## src/rtl/rcfar_pkg.sv

```systemverilog
package rcfar_pkg;
  typedef enum logic [1:0] {
    FUSE_RANK = 2'b00,
    FUSE_AND  = 2'b01,
    FUSE_OR   = 2'b10,
    FUSE_RSV  = 2'b11
  } fuse_e;
endpackage

```

## src/rtl/rcfar_window.sv

```systemverilog
module rcfar_window #(
  parameter int DW = 12,
  parameter int H  = 4,
  localparam int M = 2 * H + 1
) (
  input  logic                 clk,
  input  logic                 rst,
  input  logic                 in_vld,
  input  logic [DW-1:0]        in_smp,
  output logic [M-1:0][DW-1:0] taps,
  output logic [DW-1:0]        cut,
  output logic [DW-1:0]        oldest
);
  // taps[0] newest, taps[M-1] oldest; centre cell is the cell under test
  always_ff @(posedge clk) begin
    if (rst) taps <= '0;
    else if (in_vld) taps <= {taps[M-2:0], in_smp};
  end

  assign cut    = taps[H];
  assign oldest = taps[M-1];

  assert_hold_R12: assert property (@(posedge clk) disable iff (rst)
    !in_vld |=> $stable(taps));
endmodule

```

## src/rtl/rcfar_sorter.sv

```systemverilog
module rcfar_sorter #(
  parameter int DW = 12,
  parameter int H  = 4,
  localparam int M = 2 * H + 1
) (
  input  logic                 clk,
  input  logic                 rst,
  input  logic                 in_vld,
  input  logic [DW-1:0]        rm_val,
  input  logic [DW-1:0]        ins_val,
  output logic [M-1:0][DW-1:0] srt
);
  logic [M-1:0][DW-1:0] srt_q, nxt;
  logic [M-2:0][DW-1:0] cut_arr;  // array with one copy of rm_val removed
  logic [M-1:0]         le;

  // Removal: first entry equal to rm_val sits at count(srt < rm_val);
  // every entry from there on takes its upper neighbour.
  for (genvar j = 0; j < M - 1; j++) begin : g_rm
    assign cut_arr[j] = (srt_q[j] >= rm_val) ? srt_q[j+1] : srt_q[j];
    assign le[j]      = (cut_arr[j] <= ins_val);
  end
  assign le[M-1] = 1'b0;

  // Insertion after any equal entries: keeps equal values in a stable order
  for (genvar j = 0; j < M; j++) begin : g_ins
    if (j == 0) begin : g_first
      assign nxt[j] = le[0] ? cut_arr[0] : ins_val;
    end else if (j == M - 1) begin : g_last
      assign nxt[j] = le[M-2] ? ins_val : cut_arr[M-2];
    end else begin : g_mid
      assign nxt[j] = le[j]   ? cut_arr[j] :
                      le[j-1] ? ins_val    : cut_arr[j-1];
    end
  end

  always_ff @(posedge clk) begin
    if (rst) srt_q <= '0;
    else if (in_vld) srt_q <= nxt;
  end

  assign srt = srt_q;

  for (genvar j = 0; j < M - 1; j++) begin : g_chk
    assert_sorted_R3: assert property (@(posedge clk) disable iff (rst)
      srt_q[j] <= srt_q[j+1]);
  end
endmodule

```

## src/rtl/rcfar_decide.sv

```systemverilog
module rcfar_decide
  import rcfar_pkg::*;
#(
  parameter int DW   = 12,
  parameter int H    = 4,
  parameter int SW   = 8,
  parameter int FRAC = 4,
  localparam int M   = 2 * H + 1,
  localparam int N   = 2 * H,
  localparam int KW  = $clog2(N + 1),
  localparam int IW  = $clog2(M + 1),
  localparam int TW  = DW + SW
) (
  input  logic                 clk,
  input  logic                 rst,
  input  logic                 in_vld,
  input  logic [TW-1:0]        ca_thr,
  input  logic [KW-1:0]        rank_k,
  input  logic [SW-1:0]        alpha,
  input  logic [1:0]           fuse_mode,
  input  logic [DW-1:0]        cut,
  input  logic [M-1:0][DW-1:0] srt,
  output logic                 det_vld,
  output logic                 det_flag,
  output logic [TW-1:0]        det_thr
);
  // stage 1: controls captured alongside the sample beat
  logic          v1;
  logic [TW-1:0] ca_q;
  logic [KW-1:0] k_q;
  logic [SW-1:0] alpha_q;
  fuse_e         mode_q;

  always_ff @(posedge clk) begin
    if (rst) begin
      v1      <= 1'b0;
      ca_q    <= '0;
      k_q     <= '0;
      alpha_q <= '0;
      mode_q  <= FUSE_RANK;
    end else begin
      v1 <= in_vld;
      if (in_vld) begin
        ca_q    <= ca_thr;
        k_q     <= rank_k;
        alpha_q <= alpha;
        mode_q  <= fuse_e'(fuse_mode);
      end
    end
  end

  // stage 2 combinational: rank select, scale, fuse
  logic [IW-1:0] below_cnt, keff, sel;
  logic [DW-1:0] z;
  logic [TW-1:0] os_thr, cut_fp, used_thr;
  logic          hit;

  always_comb begin
    below_cnt = '0;
    for (int i = 0; i < M; i++) begin
      below_cnt = below_cnt + IW'(srt[i] < cut);
    end
  end

  always_comb begin
    if (k_q == '0 || IW'(k_q) > IW'(N)) keff = IW'(N);
    else keff = IW'(k_q);
    // the CUT occupies slot below_cnt of the full sorted window
    sel = ((keff - IW'(1)) < below_cnt) ? (keff - IW'(1)) : keff;
    z   = srt[sel];
  end

  assign os_thr = TW'(z) * TW'(alpha_q);
  assign cut_fp = TW'({cut, {FRAC{1'b0}}});

  always_comb begin
    unique case (mode_q)
      FUSE_AND: used_thr = (os_thr > ca_q) ? os_thr : ca_q;
      FUSE_OR:  used_thr = (os_thr < ca_q) ? os_thr : ca_q;
      default:  used_thr = os_thr;
    endcase
    hit = cut_fp > used_thr;
  end

  // stage 2 registers
  logic          det_vld_q, det_flag_q;
  logic [TW-1:0] det_thr_q, os_r, ca_r, cutfp_r;
  fuse_e         mode_r;

  always_ff @(posedge clk) begin
    if (rst) begin
      det_vld_q  <= 1'b0;
      det_flag_q <= 1'b0;
      det_thr_q  <= '0;
      os_r       <= '0;
      ca_r       <= '0;
      cutfp_r    <= '0;
      mode_r     <= FUSE_RANK;
    end else begin
      det_vld_q <= v1;
      if (v1) begin
        det_flag_q <= hit;
        det_thr_q  <= used_thr;
        os_r       <= os_thr;
        ca_r       <= ca_q;
        cutfp_r    <= cut_fp;
        mode_r     <= mode_q;
      end else begin
        det_flag_q <= 1'b0;
      end
    end
  end

  assign det_vld  = det_vld_q;
  assign det_flag = det_flag_q;
  assign det_thr  = det_thr_q;

  assert_reset_R1: assert property (@(posedge clk)
    rst |=> (!det_vld_q && !det_flag_q));
  assert_clamp_R4: assert property (@(posedge clk) disable iff (rst)
    v1 |-> (sel <= IW'(N)));
  assert_and_R8: assert property (@(posedge clk) disable iff (rst)
    (det_vld_q && det_flag_q && mode_r == FUSE_AND) |-> (cutfp_r > os_r && cutfp_r > ca_r));
  assert_or_R9: assert property (@(posedge clk) disable iff (rst)
    (det_vld_q && !det_flag_q && mode_r == FUSE_OR) |-> (cutfp_r <= os_r && cutfp_r <= ca_r));
  assert_latency_R11: assert property (@(posedge clk) disable iff (rst)
    in_vld |=> ##1 det_vld_q);
endmodule

```

## src/rtl/rank_cfar_detector.sv

```systemverilog
module rank_cfar_detector #(
  parameter int DW   = 12,
  parameter int H    = 4,
  parameter int SW   = 8,
  parameter int FRAC = 4,
  localparam int M   = 2 * H + 1,
  localparam int N   = 2 * H,
  localparam int KW  = $clog2(N + 1),
  localparam int TW  = DW + SW,
  localparam int SUMW = DW + $clog2(M) + 1
) (
  input  logic          clk,
  input  logic          rst,
  input  logic          in_vld,
  input  logic [DW-1:0] in_smp,
  input  logic [TW-1:0] ca_thr,
  input  logic [KW-1:0] rank_k,
  input  logic [SW-1:0] alpha,
  input  logic [1:0]    fuse_mode,
  output logic          det_vld,
  output logic          det_flag,
  output logic [TW-1:0] det_thr
);
  logic [M-1:0][DW-1:0] taps, srt;
  logic [DW-1:0]        cut, oldest;

  rcfar_window #(.DW(DW), .H(H)) u_win (
    .clk(clk), .rst(rst), .in_vld(in_vld), .in_smp(in_smp),
    .taps(taps), .cut(cut), .oldest(oldest)
  );

  rcfar_sorter #(.DW(DW), .H(H)) u_sort (
    .clk(clk), .rst(rst), .in_vld(in_vld),
    .rm_val(oldest), .ins_val(in_smp), .srt(srt)
  );

  rcfar_decide #(.DW(DW), .H(H), .SW(SW), .FRAC(FRAC)) u_dec (
    .clk(clk), .rst(rst), .in_vld(in_vld), .ca_thr(ca_thr),
    .rank_k(rank_k), .alpha(alpha), .fuse_mode(fuse_mode),
    .cut(cut), .srt(srt),
    .det_vld(det_vld), .det_flag(det_flag), .det_thr(det_thr)
  );

  // the sorted array must always hold the same multiset as the window
  logic [SUMW-1:0] sum_taps, sum_srt;
  always_comb begin
    sum_taps = '0;
    sum_srt  = '0;
    for (int i = 0; i < M; i++) begin
      sum_taps = sum_taps + SUMW'(taps[i]);
      sum_srt  = sum_srt + SUMW'(srt[i]);
    end
  end

  assert_sum_R2: assert property (@(posedge clk) disable iff (rst)
    sum_taps == sum_srt);
endmodule

```

## config.mk

```make
export PLATFORM = sky130hd
export DESIGN_NAME = rank_cfar_detector
export DESIGN_NICKNAME = d
export VERILOG_FILES = /design/src/rtl/rcfar_pkg.sv /design/src/rtl/rcfar_window.sv /design/src/rtl/rcfar_sorter.sv /design/src/rtl/rcfar_decide.sv /design/src/rtl/rank_cfar_detector.sv
export SDC_FILE = /design/constraint.sdc
export NUM_CORES = 1
export LEC_CHECK = 0
export ABC_CLOCK_PERIOD_IN_PS = 19480
export BUFFER_PORTS_ARGS = -buffer_cell sky130_fd_sc_hd__buf_2
export CAP_MARGIN = 20
export CORE_MARGIN = 1
export CORE_UTILIZATION = 35
export CTS_CLUSTER_SIZE = 20
export DETAILED_ROUTE_END_ITERATION = 10
export MAX_ROUTING_LAYER = met4
export PLACE_DENSITY = 0.56
export RECOVER_POWER = 100
export SYNTH_ARGS = -nofsm -noshare
export SYNTH_HDL_FRONTEND = slang
export SYNTH_SLANG_ARGS = --single-unit
```

## constraint.sdc

```tcl
create_clock -name clk -period 19.48 [get_ports clk]
set_clock_uncertainty 0.15 [all_clocks]
set_input_delay 0 -clock clk [delete_from_list [all_inputs] [get_ports clk]]
set_output_delay 0 -clock clk [all_outputs]
set_load 0.05 [all_outputs]
```

After elaboration in Yosys (flattened, before gate mapping)
Cells that the tools add are included.
{"block": "classes", "addsub": 9, "mul": 1, "magnitude_cmp": 31, "n_eq_ne": 2, "n_mux": 31, "bitwise_logic": 1, "n_reduce_logical": 3}
{"op": "two-way mux 12 bit", "count": 25}
{"op": "< comparator 12 bit", "count": 9}
{"op": ">= comparator 12 bit", "count": 8}
{"op": "less-or-equal comparator 12 bit", "count": 8}
{"op": "binary-select mux 12 bit (select 4 bit)", "count": 1}
{"op": "two-way mux 20 bit", "count": 2}
{"op": "case mux 20 bit (2 select lines)", "count": 1}
{"op": "adder 4 x 1 -> 4 bit", "count": 7}
{"op": "> comparator 16 x 20 -> 1 bit", "count": 1}
{"op": "> comparator 20 bit", "count": 1}
{"op": "< comparator 20 bit", "count": 1}
{"op": "multiplier 12 x 8 -> 20 bit", "count": 1}
{"op": "two-way mux 4 bit", "count": 2}
{"op": "< comparator 4 x 5 -> 1 bit (second input constant)", "count": 1}
{"op": "> comparator 4 bit (second input constant)", "count": 1}
{"op": "zero test 4 bit", "count": 1}
{"op": "< comparator 4 bit", "count": 1}
{"op": "subtractor 4 x 1 -> 4 bit (second input constant)", "count": 1}
{"op": "adder 1 x 1 -> 2 bit", "count": 1}
{"op": "equality test 2 x 1 -> 1 bit (second input constant)", "count": 1}
{"op": "equality test 2 bit (second input constant)", "count": 1}
{"op": "OR reduction 2 bit", "count": 1}
{"op": "logical OR 1 bit", "count": 1}
{"op": "inverter 1 bit", "count": 1}
{"block": "totals", "regBits": 273, "input_bits": 49, "out_inout_bits": 22}

Logic depth before layout (Yosys ltp)
{"block": "depth", "depth_word": 18, "depth_mapped": 64, "ltp_nobuf": 62}

Modules after synthesis
A second synthesis with hierarchy kept.
{"block": "hier_totals", "hier_cells": 2871, "hier_area_um2": 24606.1}
{"mod": "rcfar_sorter", "n_inst": 1, "cells_each": 1332, "area_per_inst_um2": 11213.3, "seq_area_each_um2": 2162.1}
{"mod": "rcfar_decide", "n_inst": 1, "cells_each": 1167, "area_per_inst_um2": 9405.3, "seq_area_each_um2": 1141.1}
{"mod": "rcfar_window", "n_inst": 1, "cells_each": 372, "area_per_inst_um2": 3987.6, "seq_area_each_um2": 2162.1}

Worst setup path before layout
No wires, ideal clock.
{"block": "synth_timing", "kind": "register to register", "from": "register u_win.taps, in the netlist u_win.cut[1]", "to": "register u_dec.det_flag_q, in the netlist u_dec.det_flag", "setup_time_ps": 116, "arrival_time_ps": 13660, "required_time_ps": 19214, "setup_slack_ps": 5554, "stages_incl_launch_ff": 62, "period_less_slack_ps": 13926, "cell_sequence": "dfxtp_1 > inv_1 > ha_1 > a21o_1 > a21o_1 > a21o_1 > a21o_1 > a21oi_1 > o21ai_0 > a31oi_1 > o21ai_0 > fa_1 > fa_1 > fa_1 > inv_1 > ha_1 > inv_1 > fa_1 > [26 not listed] > ha_1 > a21oi_1 > o21ai_0 > a221o_1 > nor3b_1 > mux2i_1 > clkbuf_1 > buf_2 > a22oi_1 > ha_1 > a21o_1 > a21o_1 > a21o_1 > a21oi_1 > nor2_1 > o21a_1 > o311a_1 > and4_1"}
{"block": "synth_via", "elab_chain_len": 18, "elab_cells_between_ends": 28, "classes_between": "add/sub (8); mul (1); order compare (13); mux (6)"}
{"element": "start: declaration", "line": "rcfar_window.sv:10", "source": "output logic [M-1:0][DW-1:0] taps,"}
{"element": "start signal: assignment", "line": "rcfar_window.sv:17", "source": "else if (in_vld) taps <= {taps[M-2:0], in_smp};"}
{"element": "< comparator 12 bit", "line": "rcfar_decide.sv:61", "source": "below_cnt = below_cnt + IW'(srt[i] < cut);"}
{"element": "adder 1 x 1 -> 2 bit", "line": "rcfar_decide.sv:61"}
{"element": "adder 4 x 1 -> 4 bit (7 in a row)", "line": "rcfar_decide.sv:61"}
{"element": "< comparator 4 bit", "line": "rcfar_decide.sv:69", "source": "sel = ((keff - IW'(1)) < below_cnt) ? (keff - IW'(1)) : keff;"}
{"element": "two-way mux 4 bit", "line": "rcfar_decide.sv:69"}
{"element": "binary-select mux 12 bit (select 4 bit)", "line": "rcfar_decide.sv:70", "source": "z = srt[sel];"}
{"element": "two-way mux 12 bit (implied by the code)", "line": "rcfar_decide.sv:70"}
{"element": "multiplier 12 x 8 -> 20 bit", "line": "rcfar_decide.sv:73", "source": "assign os_thr = TW'(z) * TW'(alpha_q);"}
{"element": "< comparator 20 bit / > comparator 20 bit (equally long branches)", "line": "rcfar_decide.sv:79, rcfar_decide.sv:78"}
{"element": "two-way mux 20 bit (on tied branches)", "line": "rcfar_decide.sv:79, rcfar_decide.sv:78"}
{"element": "case mux 20 bit (2 select lines)", "line": "rcfar_decide.sv:77", "source": "unique case (mode_q)"}
{"element": "> comparator 16 x 20 -> 1 bit *", "line": "rcfar_decide.sv:82", "source": "hit = cut_fp > used_thr;"}
{"element": "end signal: assignment", "line": "rcfar_decide.sv:102", "source": "det_flag_q <= hit;"}
{"element": "end: declaration", "line": "rcfar_decide.sv:86", "source": "logic det_vld_q, det_flag_q;"}
Every way passes the cells marked *; elsewhere a longest branch is shown, timed or not. The select of a mux whose other input is x is not followed.
A chain may end at the register's enable or synchronous reset.

Worst setup path in the final report
Ends and elaborated chain as after synthesis.

==> metrics.md <==
| Metric | Value |
|---|---|
| Worst Hold Depth | 4 |
| Critical Path Max Stage Delay | 1.34 ns |
| EDFF count, synth | 0 |
| Worst-case reg-to-reg path depth | 55 |
| Outcome | finished with violations |
| Reg2Reg Launch Point | u_win.cut[1]$_SDFFE_PP0P_ |
| Max-slew violations | 383 |
| First-pass GRT wire length | 130 mm |
| Worst Path Buf+Inv | 6 |
| Synth Area in XOR/XNOR | 0.627% |
| Initial DRC Count | 1991 |
| Share of layout cells above drive strength 1 | 7.30% |
| Clock period minus worst slack | 16.62 ns |
| Worst Hold Class | input port to flip-flop |
| Hold path start | alpha[7] |
| CTS Sinks | 273 |
| Dominant cell type by area after synthesis | dfxtp_1 |
| Setup CP Type | flip-flop to flip-flop |
| Ys Warns | 0 |
| Worst-Margin Slew | 4.59 ns |
| Synth Area per Inst | 8.28 sq um |
| Root buffer cell | clkbuf_16 |
| Die X | 269 um |
| Worst R2R End | u_dec.det_flag$_SDFF_PP0_ |
| Reg-to-reg slack, setup | 2.86 ns |
| Seq/Total Area, Yosys | 21.9% |
| Startpoint types | flip-flop |
| Clk_lat worst skew | 0.58 ns |
| Synth Area in Compound Gates | 21.2% |
| Vias per cell | 5.64 |
| Fmax | 0.0602 GHz |
| Failing checks | max-capacitance violations, max-slew violations |
| Adder-cell share of the synthesized area | 24.0% |
| Register bit total from synthesis | 273 |
| CTS tree | built |
| Total track usage | 24.1% |
| Number of global-route vias before repair | 21133 |
| Port-buffer cells | 70 |
| Final Util | 39.7% |
| Antenna viol nets, final | 0 |
| Post-Route Setup TNS | 0 ns |
| # resized after CTS | 0 |
| Post-detailed-route DRC marker count | 0 |
| Post-Synth Simple-Gate Area | 18.0% |
| Post-synth top flop | dfxtp_1 |
| Core ar. | 70300 sq um |
| Top Ports | 71 |
| Final Worst Setup Slack | 2.86 ns |
| Final hold violation count | 0 |
| Critical Path AT | 16.93 ns |
| DRT Wirelength | 85.3 mm |
| CTS clk-pin slew, worst paths | 0.07 ns |
| Avg WL per Cell | 21.3 um |
| Endpoint class of the critical path | flip-flop |
| Relative slew slack | -206% |
| Top delay family on crit path | adder cells |
| Initial Util | 35.5% |
| Worst Path Required | 19.79 ns |
| Fin nets | 3531 |
| Largest net degree at the start of global routing | 77 |
| Period utilisation layout | 85.3% |
| Die ar. | 72400 sq um |
| Vias after detailed routing | 22615 |
| Crit-path slowest cell | mux2_1 |
| Core Rows | 97 |
| Fin cells | 4010 |
| Multiplexer share of the synthesized area | 8.63% |
| Largest family of logic cells by synthesized area | adder cells |
| # H-tree levels | 2 |
| Die Span Y | 269 um |
| # diodes | 0 |
| Global route overflow | 0 |
| Ys async rst share | 0% |
| Fillers | 7182 |
| Critical Path Most Common Cell | fa_1 |
| Pre-CTS setup slack | 3.90 ns |
| Area delta synth->final | 11.8% |
| Global placer's final weighted congestion | 0.924 |
| Final setup vio count | 0 |
| Initial antenna violation count | 1 |
| Unique cell type count in the Yosys netlist | 71 |
| Top cell type's share of synthesized area | 21.9% |
| Cell count after synthesis | 3014 |
| Synthesized cell area | 25000 sq um |
| Area contributors post-synth | dfxtp_1, ha_1, mux2i_1, fa_1, nor2_1 |
| TritonCTS Buffers | 36 |
| Number of max-cap violations | 7 |
| Unrepaired setup endpoints after global routing | false |
| First drt pass iteration count | 5 |
| Placed wire-length estimate | 63.0 mm |
| Hold path endpoint | u_dec.alpha_q[7]$_SDFFE_PP0P_ |
| Critical-path maximum fanout | 46 |
| Cells after DPL | 3891 |
| Max clock buf depth | 3 |
| Critical Path Stages | 55 |
| Syn Nets | 3503 |
[cells in the mapped netlist, types with 34 or more instances]
| master | count |
|---|---|
| nand2b_1 | 36 |
| a311oi_1 | 58 |
| nand2_1 | 269 |
| nor2_1 | 291 |
| ha_1 | 375 |
| fa_1 | 65 |
| mux2i_1 | 177 |
| a21oi_1 | 118 |
| inv_1 | 205 |
| a21o_1 | 112 |
| nand4_1 | 39 |
| dfxtp_1 | 273 |
| mux2_2 | 34 |
| clkbuf_1 | 155 |
| and2_1 | 77 |
| a211oi_1 | 40 |
| a31oi_1 | 48 |
| nor3_1 | 58 |
| nand3_1 | 94 |
| o21ai_0 | 87 |
[state kept, by name, summed over array words and instances, names as in the netlist]
signal and flops:
u_sort.srt 108, u_win.taps 84, u_dec.ca_q 20, u_dec.det_thr 20, u_win.cut 12, u_win.oldest 12
u_dec.alpha_q 8, u_dec.k_q 4, u_dec.mode_q 2, u_dec.det_flag 1, u_dec.det_vld 1, u_dec.v1 1
[worst reg2reg max path, delay by kind of cell, from the launching register on]
family,cells,cell delay [ns]
XOR/XNOR,1,0.17
AO/OA/AOI/OAI,21,5.68
multiplexers,1,1.34
buffers and inverters,6,0.79
flip-flops,1,0.34
adder cells (fa/ha/maj),14,5.79
AND/OR/NAND/NOR,12,2.26
[kinds of logic after synthesis]
group                      Yosys count
AOI/OAI and AO/OA                  730
xor gates and xnor gates            17
adders and majority gates          440
buffers and inverters              377
DFF                                273
muxes                              211
other                                1
and+or+nand+nor                    965
[repair_timing]
item                                    CTS  global route
hold buffers                             50             0
endpoints found under the setup margin    0             0
setup buffers                             0             0
endpoints found under the hold margin   175             0
[stage by stage]
step	instance area [sq um]	hold WS [ns]
after detailed placement	26200	0.0923
after floorplan	25000	-0.00284
after CTS	27900	0.0135
after global placement	26200	0.0883
final	27900	0.0428
after global routing	27900	0.0637
[cell usage in the layout, fill, tap and decap left out, types with 75 or more instances in the layout]
cell type  netlist  final
mux2i_1        177    176
o21ai_0         87     90
nand2_1        269    269
nor2_1         291    290
a21oi_1        118    117
ha_1           375    375
inv_1          205    205
nand3_1         94     94
and2_1          77     75
a21o_1         112    112
dfxtp_1        273    273
[area by class of cell]
| type | instances | area, sq um | area share [%] |
|---|---|---|---|
| Clock inverter | 16 | 180 | 0.646 |
| Clock buffer | 50 | 1050 | 3.77 |
| Sequential cell | 273 | 5470 | 19.6 |
| Inverter | 206 | 773 | 2.77 |
| Multi-Input combinational cell | 2364 | 18100 | 64.9 |
| Timing Repair Buffer | 161 | 1140 | 4.09 |
| Tap cell | 940 | 1180 | 4.21 |
[layer usage]
layer,wire length (um),global-route usage (%),vias to the layer above
li1,-,-,10981
met1,39500,32.5,10768
met2,38200,37.4,744
met3,5440,3.51,122
met4,2100,6.05,0
met5,0,-,-
[how the worst max path moves through the flow]
stage                                   start                         to  slack (ns)
floorplan           u_win.cut[1]$_SDFFE_PP0P_  u_dec.det_flag$_SDFF_PP0_        5.55
global placement    u_win.cut[1]$_SDFFE_PP0P_  u_dec.det_flag$_SDFF_PP0_        4.19
detailed placement  u_win.cut[1]$_SDFFE_PP0P_  u_dec.det_flag$_SDFF_PP0_        3.90
CTS                 u_win.cut[1]$_SDFFE_PP0P_  u_dec.det_flag$_SDFF_PP0_        3.86
global route        u_win.cut[1]$_SDFFE_PP0P_  u_dec.det_flag$_SDFF_PP0_        1.79
finish              u_win.cut[1]$_SDFFE_PP0P_  u_dec.det_flag$_SDFF_PP0_        2.86
Power is not shown: default switching activity piles up to over one toggle a cycle in this logic, so the estimate is an artifact.
